==> src/rtl/htiming_gen.sv <==
module htiming_gen #(
  parameter int CW  = 9,
  parameter int RW  = 8,
  parameter int SKW = 2
) (
  input  logic          clk,
  input  logic          rst,
  input  logic          cc_en,
  input  logic [RW-1:0] reg_total,
  input  logic [RW-1:0] reg_disp_end,
  input  logic [RW-1:0] reg_blank_start,
  input  logic [RW-1:0] reg_blank_end,
  input  logic [RW-1:0] reg_retr_start,
  input  logic [RW-1:0] reg_retr_end,
  output logic [CW-1:0] hcount,
  output logic          disp_en,
  output logic          hblank,
  output logic          hsync,
  output logic          eol
);
  localparam int DEPTH = (1 << SKW) - 1;

  logic [CW-1:0]  last;
  logic [5:0]     blank_stop;
  logic           blank_q, sync_q, de_raw, sync_raw;
  logic [DEPTH-1:0] de_pipe, sy_pipe;
  logic [DEPTH:0]   de_tap, sy_tap;
  logic [SKW-1:0]   de_skew, sy_skew;

  assign last       = CW'(reg_total) + CW'(4);
  assign blank_stop = {reg_retr_end[7], reg_blank_end[4:0]};
  assign de_skew    = reg_blank_end[6:5];
  assign sy_skew    = reg_retr_end[6:5];
  assign eol        = (hcount == last);

  assign de_raw   = (hcount <= CW'(reg_disp_end));
  assign hblank   = !rst && ((hcount == CW'(reg_blank_start)) ||
                             (blank_q && hcount[5:0] != blank_stop));
  assign sync_raw = !rst && ((hcount == CW'(reg_retr_start)) ||
                             (sync_q && hcount[4:0] != reg_retr_end[4:0]));

  assign de_tap  = {de_pipe, de_raw};
  assign sy_tap  = {sy_pipe, sync_raw};
  assign disp_en = de_tap[de_skew];
  assign hsync   = sy_tap[sy_skew];

  always_ff @(posedge clk) begin
    if (rst) begin
      hcount  <= '0;
      blank_q <= 1'b0;
      sync_q  <= 1'b0;
      de_pipe <= '0;
      sy_pipe <= '0;
    end else if (cc_en) begin
      hcount  <= eol ? '0 : hcount + CW'(1);
      blank_q <= hblank;
      sync_q  <= sync_raw;
      de_pipe <= {de_pipe[DEPTH-2:0], de_raw};
      sy_pipe <= {sy_pipe[DEPTH-2:0], sync_raw};
    end
  end

  assert_wrap_R1: assert property (@(posedge clk) disable iff (rst)
    (cc_en && hcount == last) |=> hcount == '0);
  assert_step_R1: assert property (@(posedge clk) disable iff (rst)
    (cc_en && hcount < last) |=> hcount == $past(hcount) + CW'(1));
  assert_eol_single_R2: assert property (@(posedge clk) disable iff (rst)
    (cc_en && eol) |=> !eol);
  assert_blank_start_R5: assert property (@(posedge clk) disable iff (rst)
    (hcount == CW'(reg_blank_start)) |-> hblank);
  assert_sync_start_R7: assert property (@(posedge clk) disable iff (rst)
    (hcount == CW'(reg_retr_start)) |-> sync_raw);
  assert_hold_R9: assert property (@(posedge clk) disable iff (rst)
    !cc_en |=> ($stable(hcount) && $stable(blank_q) && $stable(sync_q)));
  assert_reset_R10: assert property (@(posedge clk)
    rst |=> (hcount == '0 && de_pipe == '0 && sy_pipe == '0));
endmodule

==> config.mk <==
export PLATFORM = sky130hd
export DESIGN_NAME = htiming_gen
export DESIGN_NICKNAME = d
export VERILOG_FILES = /design/src/rtl/htiming_gen.sv
export SDC_FILE = /design/constraint.sdc
export NUM_CORES = 1
export LEC_CHECK = 0
export ABC_AREA = 1
export BUFFER_PORTS_ARGS = -buffer_cell sky130_fd_sc_hd__buf_2
export CORE_MARGIN = 1.5
export CORE_UTILIZATION = 54
export DETAILED_ROUTE_END_ITERATION = 7
export PLACE_DENSITY_LB_ADDON = 0.12
export SYNTH_ARGS = -nofsm -noshare
export SYNTH_HDL_FRONTEND = slang
export SYNTH_SLANG_ARGS = --single-unit
==> constraint.sdc <==
create_clock -name clk -period 3.4 [get_ports clk]
set_input_delay 0.17 -clock clk [delete_from_list [all_inputs] [get_ports clk]]
set_output_delay 0.17 -clock clk [all_outputs]
set_load 0.03 [all_outputs]
==> results_dict.tcl <==
set metrics [dict create \
    run_status "completed" \
    report.final.setup_viol 0 \
    timing.reg2reg.setup_slack_ps 1610 \
    synth-adder-area-share_pct 7.278 \
    slew_headroom_pct 65.43 \
    clk_pin_slew_worst_paths_ps 90 \
    cts_tree "built" \
    num-fill-cells 309 \
    worstReg2RegStart "hcount[1]$_SDFFE_PP0P_" \
    power.internal_uw 324.7 \
    max-clock-path-buffers 2 \
    cap_violations 0 \
    post_synth_inst_count 288 \
    tritoncts_num_sinks 16 \
    number_of_library_cell_types_mapped_by_synthesis 29 \
    multi_input_area_sq_um 1117 \
    wl_per_cell_um 10.19 \
    initial_core_util_pct 56.78 \
    crit_fanout 10 \
    layout_worst_path_cycle_share_pct 64.82 \
    layout.area.seq_sq_um 320.3 \
    timing_worst_slew_pin_value_ps 517.9 \
    power_per_cell_area_nw_per_um2 237.3 \
    final_wtd_congestion 0.8205 \
    grt_overflow 0 \
    final.min_clock_period_ps 2204 \
    synth.mux.area_fraction_pct 0 \
    finalSetupTns_ps 0 \
    synthToLayoutAreaGrowth_pct 19.58 \
    antenna_violating_nets_post_route 0 \
    design.die.area_sq_um 3531 \
    share_comb_of_total_power_pct 31.1 \
    synth_top_family_by_area "simple AND/OR/NAND/NOR gates" \
    total_power_uw 487.9 \
    overall_die_height_um 59.43 \
    place.port_buffers 62 \
    drt-total-wl_um 3983 \
    cts.repair_timing.setup_buffer_count 0 \
    p_switching_uw 163.2 \
    cp.arrival_ps 2030 \
    remaining_drc_errors 0 \
    post_synth_instance_area_sq_um 1719 \
    vdd_drop_max_mv 0.2318 \
    global_route_wire_length_before_repair_um 6658 \
    p_clk_share_pct 26.4 \
    largest_net_degree_at_the_start_of_global_routing 14 \
    synthesis.yosys.warnings 0 \
    synth_compound_gate_area_share_pct 10.33 \
    num-nets-final 409 \
    synthSimpleGateAreaFrac_pct 37.70 \
    average_via_count_per_standard_cell 4.893 \
    met3RoutedLength_um 225 \
    slew_violations 0 \
    ys_seq_elements 16 \
    drive_gt1_share_pct 23.92 \
    worst_hold_startpoint "rst" \
    path_class "register to output port" \
    grt_setup_unrepaired "false" \
    critical_path_required_ps 3230 \
    rr_worst_depth 7 \
    met2RoutedLength_um 1828 \
    synth_top_cell_by_area "sky130_fd_sc_hd__dfxtp_1" \
    syn_avg_cell_area_sq_um 5.969 \
    detailed_placer_s_ending_hpwl_um 3251 \
    hold_worst_slack_ps 108.8 \
    netlist_top_cells_area "sky130_fd_sc_hd__dfxtp_1 19%, sky130_fd_sc_hd__nand2_1 18%, sky130_fd_sc_hd__inv_1 11%" \
    synth-xor-area-share_pct 9.680 \
    worst_r2r_endpoint "hcount[8]$_SDFFE_PP0P_" \
    grt_antenna_before_repair 0 \
    clk-insertion-delay-late_ps 290 \
    switching_share_pct 33.46 \
    route.vias.total 1913 \
    static-leakage-power_uw 0.001215 \
    yosys.area.top_type_share_pct 18.63 \
    placementRows 20 \
    ys_seq_area_share_pct 18.63 \
    holdBufCountCts 0 \
    min_delay_worst_endpoint "hcount[1]$_SDFFE_PP0P_" \
    syn_nets 349 \
    io_pins 64 \
    cts_repair_resize_count 0 \
    grt.total_usage_pct 23.70 \
    design.core.area_sq_um 3028 \
    num_antenna_cells 0 \
    dr.max_layer_used "met4" \
    root_buffer "sky130_fd_sc_hd__clkbuf_4" \
    seqPwrFrac_pct 42.5 \
    holdCritPathClass "primary input to register" \
    fin_skew_ps 0.4616 \
    drt_first_iter_violations 48 \
    hold_viol_final 0 \
    critPathLaunchType "register" \
    drt_first_pass_iters 4 \
    setup.worst_path.end_class "output port" \
    final.setup.worst_slack_ps 1196 \
    die_w_um 59.43 \
    dpl_worst_slack_ps 1491 \
    clock.fmax_mhz 453.8 \
    first_global_vias 1660 \
    routed_metal_1_wire_length_um 1873 \
    hold-path-cell-count 2 \
    cts-htree-levels 1 \
    tritoncts_buffer_count 3 \
]
## cells in the mapped netlist
cell and count:
sky130_fd_sc_hd__o21a_1 2, sky130_fd_sc_hd__nor3_4 1, sky130_fd_sc_hd__a21oi_1 16, sky130_fd_sc_hd__o21ai_1 1, sky130_fd_sc_hd__nand3b_1 1, sky130_fd_sc_hd__inv_2 2, sky130_fd_sc_hd__nand2_2 5, sky130_fd_sc_hd__nor3_2 1
sky130_fd_sc_hd__nand3_1 16, sky130_fd_sc_hd__buf_2 1, sky130_fd_sc_hd__xor2_1 16, sky130_fd_sc_hd__ha_1 10, sky130_fd_sc_hd__nand4_1 6, sky130_fd_sc_hd__nand2_1 82, sky130_fd_sc_hd__nor2_2 4, sky130_fd_sc_hd__nor4_1 1
sky130_fd_sc_hd__inv_1 49, sky130_fd_sc_hd__inv_4 4, sky130_fd_sc_hd__a221oi_1 1, sky130_fd_sc_hd__dfxtp_1 16, sky130_fd_sc_hd__o22ai_1 1, sky130_fd_sc_hd__nor2_1 25, sky130_fd_sc_hd__o21ai_0 11, sky130_fd_sc_hd__nor3_1 4
sky130_fd_sc_hd__xnor2_1 3, sky130_fd_sc_hd__buf_6 4, sky130_fd_sc_hd__buf_4 2, sky130_fd_sc_hd__o211ai_1 1, sky130_fd_sc_hd__or2_1 2
## layer usage
| layer | vias to the layer above | global-route usage [%] |
|---|---|---|
| met5 | - | 0 |
| met4 | 0 | 7.143 |
| met3 | 7 | 2.183 |
| met2 | 61 | 40.19 |
| met1 | 830 | 31.61 |
| li1 | 1015 | - |
## worst max-delay path by stage
stage                           start      end  slack (ps)  cells past startpoint
2_1_floorplan  hcount[1]$_SDFFE_PP0P_      eol        1240                      7
3_3_place_gp   hcount[5]$_SDFFE_PP0P_  disp_en        1530                      9
3_5_place_dp   hcount[5]$_SDFFE_PP0P_  disp_en        1490                      9
4_1_cts        hcount[5]$_SDFFE_PP0P_  disp_en        1180                      9
5_1_grt        hcount[5]$_SDFFE_PP0P_  disp_en         940                      9
6_report       hcount[5]$_SDFFE_PP0P_  disp_en        1200                      9
## power groups by stage
stage	Clock (uW)	Sequential [uW]	Combinational (uW)
3_5_place_dp	0	211	152
4_1_cts	129	207	153
2_1_floorplan	0	209	101
6_report	129	207	152
3_3_place_gp	0	212	149
5_1_grt	135	208	175
## final cells by class
cell class / count / share of cell area [%]
Inverter: 55 / 10.53
Sequential cell: 16 / 15.58
Multi-Input combinational cell: 210 / 54.35
Timing Repair Buffer: 62 / 15.09
Clock buffer: 4 / 1.765
Tap cell: 44 / 2.678
## cell families (layout without fill, tap and decap cells)
logic type	after synthesis	after routing
AO/OA/AOI/OAI	33	33
flip-flops	16	16
adder cells (fa/ha/maj)	10	10
XOR/XNOR	19	19
buffers and inverters	62	121
AND/OR/NAND/NOR	148	148
## flip-flops by register name (all words and copies together), names as in the netlist
signal / count
sy_pipe: 3
hcount: 9
blank_q: 1
de_pipe: 3
## metrics by stage
step,utilization [%],std cells,area [sq um]
after floorplan,-,288,1719
after global placement,66.69,387,2019
after detailed placement,66.69,387,2019
after CTS,67.89,391,2056
after global routing,67.89,391,2056
final,67.89,391,2056
## worst max-delay path, stage by stage, from the launching register on
cell and delay [ps]:
sky130_fd_sc_hd__dfxtp_1 440, sky130_fd_sc_hd__ha_1 330, sky130_fd_sc_hd__nand2_1 40, sky130_fd_sc_hd__nor3_1 240, sky130_fd_sc_hd__nand4_1 120, sky130_fd_sc_hd__nand3_1 100, sky130_fd_sc_hd__nand2_1 70, sky130_fd_sc_hd__o21ai_0 150
sky130_fd_sc_hd__nand2_1 60, sky130_fd_sc_hd__buf_2 170
## cell usage in the layout (no fill, tap or decap), drive strengths merged, types with 2 or more instances in the layout
cell type | synthesis | layout
nand3 | 16 | 16
a21oi | 16 | 16
ha | 10 | 10
o21a | 2 | 2
clkbuf | 0 | 4
inv | 55 | 55
buf | 7 | 62
nor3 | 6 | 6
or2 | 2 | 2
nand2 | 87 | 87
dfxtp | 16 | 16
xnor2 | 3 | 3
nor2 | 29 | 29
nand4 | 6 | 6
xor2 | 16 | 16
o21ai | 12 | 12
No activity file was read; power rests on OpenSTA's default activity.
